$ cat config.mk
export PLATFORM = sky130hd
export DESIGN_NAME = track_timer_top
export DESIGN_NICKNAME = d
export VERILOG_FILES = /design/src/rtl/trk_pkg.sv /design/src/rtl/trk_count.sv /design/src/rtl/trk_seq.sv /design/src/rtl/trk_zc_gate.sv /design/src/rtl/track_timer_top.sv
export SDC_FILE = /design/constraint.sdc
export NUM_CORES = 1
export LEC_CHECK = 0
export CORE_ASPECT_RATIO = 1.75
export CORE_MARGIN = 1
export CORE_UTILIZATION = 45
export DETAILED_ROUTE_END_ITERATION = 10
export PLACE_DENSITY = 0.67
export SETUP_SLACK_MARGIN = 0.05
export SYNTH_ARGS = -nofsm -noshare
export SYNTH_HDL_FRONTEND = slang
export SYNTH_SLANG_ARGS = --single-unit
$ cat constraint.sdc
create_clock -name clk -period 2.25 [get_ports clk]
set_input_delay 0.45 -clock clk [delete_from_list [all_inputs] [get_ports clk]]
set_output_delay 0.45 -clock clk [all_outputs]
set_load 0.005 [all_outputs]
$ cat src/rtl/trk_pkg.sv
// Package trk_pkg
// Shared mode type and the decoder from the two-bit select.
// Assumes the select is static while a run is being checked.
package trk_pkg;

    typedef enum logic [1:0] {
        MODE_FOLLOW = 2'b00,
        MODE_STATIC = 2'b01,
        MODE_SWOFF  = 2'b10,
        MODE_SPARE  = 2'b11
    } trk_mode_e;

    // Map the raw select to a mode; the spare code behaves as follow-enable
    function automatic trk_mode_e decode_mode(input logic [1:0] sel);
        case (sel)
            2'b01:   return MODE_STATIC;
            2'b10:   return MODE_SWOFF;
            default: return MODE_FOLLOW;
        endcase
    endfunction

endpackage

$ cat src/rtl/trk_count.sv
// Module trk_count
// Step prescaler plus DIV_W-bit tracking counter. Flags a run in progress
// and the last quarter of the tracking time.
// Assumes start and abort are single-cycle requests; start wins.
module trk_count #(
    parameter int DIV_W = 11,
    parameter int PRE_W = 8
) (
    input  logic             clk,
    input  logic             rst_n,
    input  logic             pwr_good,
    input  logic             start,
    input  logic             abort,
    input  logic             osc_tick,
    input  logic [PRE_W-1:0] prescale,
    output logic             running,
    output logic             late
);

    localparam logic [DIV_W-1:0] TERM     = {DIV_W{1'b1}};
    localparam int unsigned      LATE_INT = 3 * (2 ** (DIV_W - 2));
    localparam logic [DIV_W-1:0] LATE_AT  = LATE_INT[DIV_W-1:0];
    localparam logic [DIV_W-1:0] CNT_ONE  = {{(DIV_W-1){1'b0}}, 1'b1};
    localparam logic [PRE_W-1:0] PRE_ONE  = {{(PRE_W-1){1'b0}}, 1'b1};

    logic [DIV_W-1:0] cnt_q;
    logic [PRE_W-1:0] pre_q;
    logic             run_q;
    logic             step_due;

    // A step completes when the prescaler reaches the programmed limit
    always_comb step_due = (pre_q == prescale);

    // Advance prescaler and counter; stop the run after the terminal step
    always_ff @(posedge clk) begin
        if (!rst_n || !pwr_good) begin
            cnt_q <= '0;
            pre_q <= '0;
            run_q <= 1'b0;
        end else if (start) begin
            cnt_q <= '0;
            pre_q <= '0;
            run_q <= 1'b1;
        end else if (abort) begin
            cnt_q <= '0;
            pre_q <= '0;
            run_q <= 1'b0;
        end else if (run_q && osc_tick) begin
            if (step_due) begin
                pre_q <= '0;
                if (cnt_q == TERM) begin
                    cnt_q <= '0;
                    run_q <= 1'b0;
                end else begin
                    cnt_q <= cnt_q + CNT_ONE;
                end
            end else begin
                pre_q <= pre_q + PRE_ONE;
            end
        end
    end

    // Run flag and three-quarter comparison
    always_comb begin
        running = run_q;
        late    = run_q && (cnt_q >= LATE_AT);
    end

endmodule

$ cat src/rtl/trk_seq.sv
// Module trk_seq
// Mode sequencer: forms start and abort requests and the desired output
// state. Also owns the one-shot power-up run.
// Assumes running and late come from trk_count on the same clock.
module trk_seq (
    input  logic              clk,
    input  logic              rst_n,
    input  logic              pwr_good,
    input  trk_pkg::trk_mode_e mode,
    input  logic              trig_pulse,
    input  logic              enable_lvl,
    input  logic              running,
    input  logic              late,
    output logic              start,
    output logic              abort,
    output logic              want_on,
    output logic              want_full,
    output logic              boot_pending
);

    import trk_pkg::*;

    logic boot_q;
    logic boot_run_q;
    logic trig_ok;

    // Power-up run is armed by reset or a supply drop and fires once
    always_ff @(posedge clk) begin
        if (!rst_n || !pwr_good) boot_q <= 1'b1;
        else                     boot_q <= 1'b0;
    end

    // Remember whether the active run is the power-up one (exempt from abort)
    always_ff @(posedge clk) begin
        if (!rst_n || !pwr_good) boot_run_q <= 1'b0;
        else if (start)          boot_run_q <= boot_q;
        else if (!running)       boot_run_q <= 1'b0;
    end

    // Start and abort requests for the counter
    always_comb begin
        trig_ok = trig_pulse && enable_lvl;
        start   = pwr_good && (boot_q || trig_ok);
        abort   = pwr_good && (mode == MODE_FOLLOW) && !enable_lvl &&
                  running && !boot_run_q && !start;
    end

    // Desired output state per mode
    always_comb begin
        case (mode)
            MODE_STATIC: begin
                want_on   = running;
                want_full = running;
            end
            MODE_SWOFF: begin
                want_on   = running;
                want_full = running && !late;
            end
            default: begin
                want_on   = running || enable_lvl;
                want_full = running && !late;
            end
        endcase
    end

    always_comb boot_pending = boot_q;

endmodule

$ cat src/rtl/trk_zc_gate.sv
// Module trk_zc_gate
// Holds the pending output request and applies it only on a zero-crossing
// strobe.
// Assumes the strobe is one cycle wide.
module trk_zc_gate (
    input  logic clk,
    input  logic rst_n,
    input  logic pwr_good,
    input  logic zc_strobe,
    input  logic want_on,
    input  logic want_full,
    output logic out_en,
    output logic stage_full
);

    logic req_on_q;
    logic req_full_q;
    logic out_q;
    logic full_q;

    // Register the pending request every cycle
    always_ff @(posedge clk) begin
        if (!rst_n || !pwr_good) begin
            req_on_q   <= 1'b0;
            req_full_q <= 1'b0;
        end else begin
            req_on_q   <= want_on;
            req_full_q <= want_on && want_full;
        end
    end

    // Apply the pending request at a zero crossing
    always_ff @(posedge clk) begin
        if (!rst_n || !pwr_good) begin
            out_q  <= 1'b0;
            full_q <= 1'b0;
        end else if (zc_strobe) begin
            out_q  <= req_on_q;
            full_q <= req_full_q;
        end
    end

    always_comb begin
        out_en     = out_q;
        stage_full = full_q;
    end

endmodule

$ cat src/rtl/track_timer_top.sv
// Module track_timer_top
// Retriggerable multimode tracking timer: counter, mode sequencer and
// zero-crossing output gate.
// Assumes all inputs are synchronous to clk.
module track_timer_top #(
    parameter int DIV_W = 11,
    parameter int PRE_W = 8
) (
    input  logic             clk,
    input  logic             rst_n,
    input  logic             pwr_good,
    input  logic             osc_tick,
    input  logic             zc_strobe,
    input  logic             trig_pulse,
    input  logic             enable_lvl,
    input  logic [1:0]       mode_sel,
    input  logic [PRE_W-1:0] prescale,
    output logic             out_en,
    output logic             stage_full
);

    trk_pkg::trk_mode_e mode_w;
    logic running_w;
    logic late_w;
    logic start_w;
    logic abort_w;
    logic want_on_w;
    logic want_full_w;
    logic boot_pending_w;

    // Decode the mode select
    always_comb mode_w = trk_pkg::decode_mode(mode_sel);

    trk_count #(
        .DIV_W (DIV_W),
        .PRE_W (PRE_W)
    ) u_count (
        .clk      (clk),
        .rst_n    (rst_n),
        .pwr_good (pwr_good),
        .start    (start_w),
        .abort    (abort_w),
        .osc_tick (osc_tick),
        .prescale (prescale),
        .running  (running_w),
        .late     (late_w)
    );

    trk_seq u_seq (
        .clk          (clk),
        .rst_n        (rst_n),
        .pwr_good     (pwr_good),
        .mode         (mode_w),
        .trig_pulse   (trig_pulse),
        .enable_lvl   (enable_lvl),
        .running      (running_w),
        .late         (late_w),
        .start        (start_w),
        .abort        (abort_w),
        .want_on      (want_on_w),
        .want_full    (want_full_w),
        .boot_pending (boot_pending_w)
    );

    trk_zc_gate u_gate (
        .clk        (clk),
        .rst_n      (rst_n),
        .pwr_good   (pwr_good),
        .zc_strobe  (zc_strobe),
        .want_on    (want_on_w),
        .want_full  (want_full_w),
        .out_en     (out_en),
        .stage_full (stage_full)
    );

endmodule

* After elaboration in Yosys (flattened, before gate mapping) *
Cells that the tools add are included.
W data, S select, Z words.

word-level totals
  bits in registers = 26
  input bits = 17
  output and inout bits = 2
  word-level logic and storage cells = 60

operators by class
  add/sub/neg operators = 2
  order comparisons = 1
  equality and inequality tests = 7
  mux-type cells = 13
  reductions and logical operators = 28

operators by type and width
  kind                     number
  $add A11 B1 Y11 const B  1
  $eq A11 B11 Y1 const B   1
  $ge A11 B11 Y1 const B   1
  $logic_and A1 B1 Y1      11
  $mux W11                 1
  $mux W1                  10
  $reduce_bool A3 Y1       3
  $add A8 B1 Y8 const B    1
  $eq A8 B8 Y1             1
  $mux W8                  1
  $logic_not A1 Y1         6
  $eq A2 B1 Y1 const B     2
  $eq A2 B2 Y1 const B     2
  $pmux W2 S2              1
  $logic_or A1 B1 Y1       3
  $reduce_and A3 Y1        1
  $reduce_or A3 Y1         1
  $logic_not A2 Y1         1
  $ne A2 B2 Y1 const B     1
  $reduce_and A2 Y1        1
  $reduce_or A2 Y1         1

* Longest topological paths before layout *
Gate-level depths: netlist (run 1).

  word-level depth = 10
  depth in mapped cells = 7
  mapped depth without buffers = 6

* Cells and area by module *
From an unflattened synthesis (run 1), not the netlist that was laid out.

unflattened totals
  cells, all modules = 167
  area total of the unflattened synthesis = 1466.4 sq um

by module, submodules not included
  module           times used  cells each  area an instance (sq um)  seq. area each (sq um)
  trk_count        1           135         1177.4                    400.4
  trk_seq          1           19          145.1                     40.0
  trk_zc_gate      1           11          128.9                     80.1
  track_timer_top  1           2           15.0                      0.0

* Least setup slack after synthesis (run 1) *
OpenSTA, ideal clock, no wires.

  kind = input to register
  start point = in mode_sel[1]
  end point = reg u_count.pre_q[1]
  setup time = 0.128 ns
  arrival = 1.918 ns
  required time = 2.122 ns
  path slack = 0.205 ns
  stages = 7
  buffers on the path = 2
  cells stage by stage = inv_1 -> ha_1 -> nor4bb_1 -> a211o_1 -> clkbuf_1 -> clkbuf_1 -> nor2_1

between the ends
  longest elaborated chain between the ends = 9
  elaborated cells on any way between the ends = 10
  those cells by class = eq/ne (2); mux (1); reduce/logical (7)

ends and longest elaborated chain
  item                                                 RTL line               source
  start: declaration                                   track_timer_top.sv:16  input logic [1:0] mode_sel,
  $eq A2 B2 Y1 / $eq A2 B1 Y1 (equally long branches)  trk_pkg.sv:15          case (sel)
  $pmux W2 S2 (*)                                      trk_pkg.sv:15
  $logic_not A2 Y1 (*)                                 trk_seq.sv:44          abort = pwr_good && (mode == MODE_FOLLOW) && !enable_lvl &&
  $logic_and A1 B1 Y1 (*) (3 in series)                trk_seq.sv:44
  $logic_and A1 B1 Y1 (*) (2 in series)                trk_seq.sv:45          running && !boot_run_q && !start;
  $reduce_or A3 Y1 (no source line) (*)                -
  end signal: assignment                               trk_count.sv:58        pre_q <= pre_q + PRE_ONE;
  end: declaration                                     trk_count.sv:27        logic [PRE_W-1:0] pre_q;

Every way passes the cells marked *; elsewhere a longest branch is shown, timed or not.
A chain may end at the register's enable or synchronous reset.

* Worst setup path after layout (run 1) *
  start point = in prescale[6]
  end point = reg u_count.pre_q[2]

between the ends
  longest elaborated chain between the ends = 2

ends and longest elaborated chain
  item                RTL line               source
  start: declaration  track_timer_top.sv:17  input logic [PRE_W-1:0] prescale,
  $eq A8 B8 Y1        trk_count.sv:32        always_comb step_due = (pre_q == prescale);
  $mux W8             trk_count.sv:49        if (step_due) begin

No other way between the ends.

==> metrics, run 1 <==
Reg power frac=50.4%; TritonCTS buffer count=3; Final Cycle Share=95.3%; setup bufs post-CTS=0; kind of critical path=primary input to flip-flop; routability cong.=0.804; H-Tree Depth=1; Post-DRT Antenna Nets=0; WL final=2.97 mm; Port Buffers=18; Crit. End Element=flip-flop; Slew Limit Fails=0; Row Count=25; Post-Synthesis Cell Area=1310 um2; Pleak=0.607 nW; Pint=746 uW; worst skew pair latency=0.27 ns; Area Overhead vs Synth=28.7%; CTS clk-pin slew, worst paths=0.09 ns; DRC violations left=0; Synth Net Count=173; crit start category=primary input; Initial DRT Pass Iterations=4; hold buffer count at CTS=0; Vias=1,234; slowest stage delay, CP=0.62 ns; largest net degree at the start of global routing=16; die span in x=42.8 um; Vias/cell=5.96; Tmin final=2.14 ns; fmax=466 MHz; CTS tree=yes; Layout Nets=202; Initial Util=48.2%; Post-Syn Instances=152; switching power=186 uW; WL/cell=14.4 um; post-synthesis register bit count=26; Synthesis Warnings=0; ys flop type=dfxtp_1; Final setup viols=0; die area=3150 um2; most frequent cells in the layout=26 x dfxtp_1, 18 x clkdlybuf4s50_1, 15 x nand2_1; first-pass GRT wire length=5.08 mm; outcome=finished clean; FFs w/ async S/R, synth=0%; share of layout cells above drive strength 1=11.1%; CORE AREA=2720 um2; Worst-Margin Slew=0.336 ns; sequential fraction of the synthesis area=39.7%; Req. time, crit path=2.45 ns; diodes inserted=0; GR Util All Layers=20.8%; pwr dens=552 nW/um2; Arr. time, crit path=2.34 ns; design area=1690 um2; Rel. slew slack=77.3%; Clk network pwr share=41.7%; RSZ-0062 raised after global routing=true; EDFF count, synth=0; Die H=73.4 um; Switching Share=20.0%; combinational cell fraction of total power=7.9%; antenna violations before repair=0; Final WS setup=0.105 ns; Iter 0 DRT Violations=23; IO Pins=19; clock skew=0.00449 ns; crit-path cells=clkdlybuf4s50_1 > xor2_1 > nor4_4 > buf_4 > and2_1 > or4b_2 > a31oi_1; crit-path max FO=3; dpl ws=-0.193 ns; placed instance area=1590 um2; vias in the first global route=1,220; CTS root buf=clkbuf_8; slowest stage cell, crit path=or4b_2; Hold Vio Cnt, Final=0; Final HPWL DP=2.33 mm; tightest hold margin=0.474 ns; Hold Path Class=flip-flop to flip-flop; Distinct cells, synth=34; leading cell type in the layout, fill and taps excluded=dfxtp_1; clk sinks=26; Worst VDD drop=469 uV; Mean Syn Cell Area=8.63 um2; total grt overflow=0; Max Buffers Root-to-Sink=2; Max Cap Violations=0
power by group through the flow:
stage / clock [mW] / sequential, mW / combinational [mW]
6_report: 0.388 / 0.470 / 0.0738
5_1_grt: 0.409 / 0.471 / 0.0808
4_1_cts: 0.391 / 0.470 / 0.0700
3_5_place_dp: 0 / 0.481 / 0.0696
3_3_place_gp: 0 / 0.480 / 0.0677
2_1_floorplan: 0 / 0.479 / 0.0257
Yosys cell counts, drive strengths merged, types with 2 or more instances:
| cell type | count | share of area, % |
|---|---|---|
| nor3 | 5 | 1.9 |
| or4 | 6 | 3.4 |
| o22ai | 2 | 0.95 |
| nand2 | 15 | 4.3 |
| nor2 | 6 | 1.7 |
| ha | 4 | 3.8 |
| or3 | 3 | 1.4 |
| and2 | 2 | 0.95 |
| nand4 | 2 | 0.95 |
| clkbuf | 4 | 1.2 |
| a31oi | 4 | 1.9 |
| nor4 | 2 | 1.9 |
| o21ai | 2 | 0.76 |
| a21oi | 13 | 5.0 |
| o31ai | 6 | 3.4 |
| xor2 | 12 | 8.0 |
| dfxtp | 26 | 40 |
| mux2i | 2 | 1.5 |
| nand3 | 13 | 5.3 |
| and3 | 4 | 1.9 |
| inv | 7 | 2.0 |
| and4 | 2 | 1.3 |
flip-flops by register name, indices dropped and copies added (netlist names):
name and count:
u_count.cnt_q 11, u_count.pre_q 8, u_count.running 1, u_gate.out_en 1, u_gate.req_full_q 1, u_gate.req_on_q 1
u_gate.stage_full 1, u_seq.boot_pending 1, u_seq.boot_run_q 1
final timing paths:
check	startpoint	endpoint	slack, ns	cells after the start
worst max-delay path	prescale[6]	u_count.pre_q[2]	0.11	7
worst min-delay path	u_seq.boot_pending	u_seq.boot_run_q	0.47	2
worst max register to register	u_count.pre_q[0]	u_count.cnt_q[8]	0.31	5
worst min register to register	u_seq.boot_pending	u_seq.boot_run_q	0.47	2
timing repair:
item | 4_1_cts | 5_1_grt
gates resized for setup | 0 | 4
endpoints found under the setup margin | 0 | 6
endpoints found under the hold margin | 0 | 0
per-stage QoR:
step / power [mW] / setup TNS (ns) / utilization (%) / std cells
2_1_floorplan: 0.505 / 0 / - / 152
3_3_place_gp: 0.548 / -0.902 / 58.3 / 203
3_5_place_dp: 0.550 / -1.33 / 58.3 / 203
4_1_cts: 0.930 / 0 / 60.9 / 207
5_1_grt: 0.960 / 0 / 62.1 / 207
6_report: 0.932 / 0 / 62.1 / 207
logic make-up (layout without fill, tap and decap cells):
| kind of cell | count (synthesis) | after routing | share of synthesized area [%] |
|---|---|---|---|
| AOI/OAI and AO/OA | 32 | 32 | 15.2 |
| xor gates and xnor gates | 12 | 12 | 8.01 |
| adders and majority gates | 4 | 4 | 3.81 |
| buffers and inverters | 11 | 39 | 3.24 |
| DFF | 26 | 26 | 39.7 |
| muxes | 2 | 2 | 1.53 |
| and+or+nand+nor | 65 | 65 | 28.6 |
final cells by class:
type,count,area (um2)
Sequential cell,26,520
Multi-Input combinational cell,115,782
Inverter,7,26.3
Timing Repair Buffer,28,255
Clock buffer,3,41.3
Fill cell,252,1030
Tap cell,27,33.8
Clock inverter,1,30.0
routing by layer:
metal	vias to the layer above	wire (um)	GRT usage (%)
li1	617	-	-
met1	584	1170	21.7
met2	28	1660	40.4
met3	5	94	1.72
met4	0	48	9.38
met5	-	0	0
critical path, delay by kind of cell:
| family | cells | cell delay (ns) |
|---|---|---|
| AOI/OAI and AO/OA | 1 | 0.16 |
| xor gates and xnor gates | 1 | 0.23 |
| buffers and inverters | 2 | 0.62 |
| and+or+nand+nor | 3 | 0.88 |
Power figures use the tool's default switching activity.
==> run 2, diff against run 1 <==
--- a/config.mk
+++ b/config.mk
@@ -5,11 +5,12 @@
 export SDC_FILE = /design/constraint.sdc
 export NUM_CORES = 1
 export LEC_CHECK = 0
+export ABC_AREA = 1
 export CORE_ASPECT_RATIO = 1.75
 export CORE_MARGIN = 1
 export CORE_UTILIZATION = 45
 export DETAILED_ROUTE_END_ITERATION = 10
-export PLACE_DENSITY = 0.67
+export PLACE_DENSITY = 0.66
 export SETUP_SLACK_MARGIN = 0.05
 export SYNTH_ARGS = -nofsm -noshare
 export SYNTH_HDL_FRONTEND = slang
==> run 2 against run 1 <==
Against the previous run:
- synthesized cell count increased by 49%
- combinational power fell by 6.0%
- critical path depth grew 2
- flip-flop and latch count did not move
- register-to-register slack improved by 0.23 ns
- sequential power is essentially flat
- sequential share of layout area is 2.1 points lower
- critical path type unchanged
- critical endpoint is now u_count.pre_q[4]
==> metrics, run 2 <==
outcome=finished clean; Synth Net Count=248 (+43%); Initial DRT Pass Iterations=4 (unchanged); clk sinks=26 (unchanged); Setup TNS=0 ns (unchanged); kind of critical path=primary input to flip-flop; fmax=553 MHz (+19%); clock skew=0.00418 ns (-0.000312 ns); first-pass GRT wire length=5.25 mm (+3.4%); Clk network pwr share=41.8% (about the same); most frequent cell after synthesis=nand2_1; adder-cell area share of the yosys netlist=3.39% (-0.42 points); Max Cap Violations=0 (unchanged); hold buffer count at CTS=0 (unchanged); Distinct cells, synth=28 (-18%); WL/cell=10.5 um (-27%); CTS root buf=clkbuf_8; Rel. slew slack=82.1% (+4.8 points); EDFF count, synth=0 (unchanged); largest area contributor in the netlist=dfxtp_1; die span in x=45.3 um (+5.7%); Final HPWL DP=2.44 mm (+4.8%); CTS tree=yes; routability cong.=0.794 (-1.2%); Req. time, crit path=2.45 ns (about the same); combinational cell fraction of total power=7.5% (-0.4 points); Synthesis Warnings=0 (unchanged); top-area cell type share of the netlist area=35.3% (-4.4 points); most frequent cells in the layout=73 x nand2_1, 28 x inv_1, 28 x nor2_1; crit-path max FO=7 (+4); Synth top cells by count=73 x nand2_1, 28 x inv_1, 28 x nor2_1, 26 x dfxtp_1, 16 x a21oi_1; WL final=3.11 mm (+4.5%); total grt overflow=0 (unchanged); leading cell type in the layout, fill and taps excluded=nand2_1; Vias=1,409 (+14%); crit start category=primary input; Resize count post-CTS=0 (unchanged); GR Util All Layers=19.9% (-0.97 points); post-synthesis register bit count=26 (unchanged); Layout Nets=275 (+36%); Area Overhead vs Synth=22.7%; share of layout cells above drive strength 1=7.91% (-3.2 points); Mean Syn Cell Area=6.50 um2 (-25%); diodes inserted=0 (unchanged); vias in the first global route=1,330 (+9.0%); Crit. End Element=flip-flop; Row Count=27 (+8.0%); ranking of synthesized cells by area=dfxtp_1 35%, nand2_1 19%, inv_1 7.1%, nor2_1 7.1%, a21oi_1 5.4%; dpl cells=292 (+44%); Hold Vio Cnt, Final=0 (unchanged); Reg power frac=50.6% (+0.2 points); Hold Path Class=flip-flop to flip-flop; CORE AREA=3140 um2 (+15%); worst skew pair latency=0.27 ns (about the same); Arr. time, crit path=2.01 ns (-0.33 ns); Pleak=0.751 nW (+24%); Post-DRT Antenna Nets=0 (unchanged); Post-Synthesis Cell Area=1480 um2 (+12%); CP Launch Point=mode_sel[1]; Worst VDD drop=399 uV (-15%); antenna violations before repair=0 (unchanged); IO Pins=19 (unchanged); reg-to-reg startpoint=u_count.cnt_q[1]; Iter 0 DRT Violations=14 (-39%); Post-Syn Instances=227 (+49%); Tmin final=1.81 ns (-0.337 ns); switching power=181 uW (-2.8%); largest net degree at the start of global routing=16 (unchanged); TritonCTS buffer count=3 (unchanged); sequential fraction of the synthesis area=35.3% (-4.4 points); ys flop type=dfxtp_1; Final setup viols=0 (unchanged); Switching Share=19.6% (-0.36 points); HP Start=u_gate.req_on_q; Worst-Margin Slew=0.269 ns (-0.0675 ns); Compound-Gate Fraction of Synth Area=8.91% (-6.3 points); FFs w/ async S/R, synth=0% (unchanged); Slew Limit Fails=0 (unchanged); setup bufs post-CTS=0 (unchanged); Pint=742 uW (-0.56%); Die H=77.7 um (+5.9%); largest family of logic cells by synthesized area=simple AND/OR/NAND/NOR gates; die area=3520 um2 (+12%); final std cells w/o fill=296 (+43%); post-synthesis mux area share=0% (-1.5 points); DRC violations left=0 (unchanged); Max Buffers Root-to-Sink=2 (unchanged); pwr dens=509 nW/um2 (-7.6%); biggest regs=u_count.cnt_q x11, u_count.pre_q x8; Initial Util=47.0% (-1.3 points); H-Tree Depth=1 (unchanged); Port Buffers=18 (unchanged); XOR/XNOR Fraction of Synth Area=4.75% (-3.3 points); Final Cycle Share=80.3% (-15 points); Vias/cell=4.76 (-20%); post-synthesis simple-gate area fraction=38.2% (+9.6 points); Reg with most FFs=u_count.cnt_q; max FFs per register=11 (unchanged); CTS clk-pin slew, worst paths=0.09 ns (about the same); RSZ-0062 raised after global routing=false
## run 2: cell types whose count changed after synthesis, moves of 3 or more
cell / delta
a21oi_1: +3
and3_1: -3
inv_1: +21
inv_2: +3
nand2_1: +58
nor2_1: +22
o31ai_1: -6
or3_1: -3
or4_1: -6
xor2_1: -5
## run 2: logic make-up (layout without fill, tap and decap cells)
family,Yosys count,after routing
AO/OA/AOI/OAI,24,24
XOR/XNOR,8,8
adder cells (fa/ha/maj),4,4
buffers and inverters,35,61
flip-flops,26,26
AND/OR/NAND/NOR,130,130
## run 2: path summary, 6_finish.rpt
kind	endpoint	slack, ns	depth (start not counted)
max	u_count.pre_q[4]	0.44	9
min	u_gate.out_en	0.44	2
min reg2reg	u_gate.out_en	0.44	2
max reg2reg	u_count.cnt_q[1]	0.54	8
## run 2: stage by stage
stage,area (um2),hold slack (ns),utilization [%],setup slack [ns],total power [mW]
floorplan,1480,0.422,-,0.768,0.506
global route,1810,0.461,57.6,0.311,0.956
finish,1810,0.441,57.6,0.443,0.922
global placement,1740,0.432,55.4,0.170,0.548
CTS,1810,0.446,57.6,0.430,0.935
detailed placement,1740,0.431,55.4,0.149,0.548
## run 2: critical path, stage by stage
cell and delay (ns):
clkdlybuf4s50_1 0.45, inv_1 0.04, ha_1 0.28, and3_1 0.20, nand2_1 0.06, nand3_1 0.09
inv_1 0.09, nand2_1 0.15, nor3b_1 0.20
## run 2: power by group through the flow
stage               combinational, mW  sequential (mW)  clock [mW]
floorplan                      0.0287            0.477           0
global placement               0.0698            0.478           0
detailed placement             0.0700            0.478           0
CTS                            0.0707            0.467       0.397
global route                   0.0780            0.468       0.411
finish                         0.0694            0.467       0.386
## run 2: metal layers
layer,up-vias,share of wire [%],global-route usage (%)
li1,756,-,-
met1,630,39,20.6
met2,18,56,37.7
met3,5,2.3,1.40
met4,0,2.0,8.48
met5,-,0,0
## run 2: cell type report
cell class / instances / area, um2
fill: 332 / 1330
timing repair buffer: 24 / 225
clock inverter: 1 / 30.0
sequential: 26 / 520
inverter: 33 / 125
clock buffer: 3 / 41.3
tap: 43 / 53.8
multi-input combinational: 166 / 815
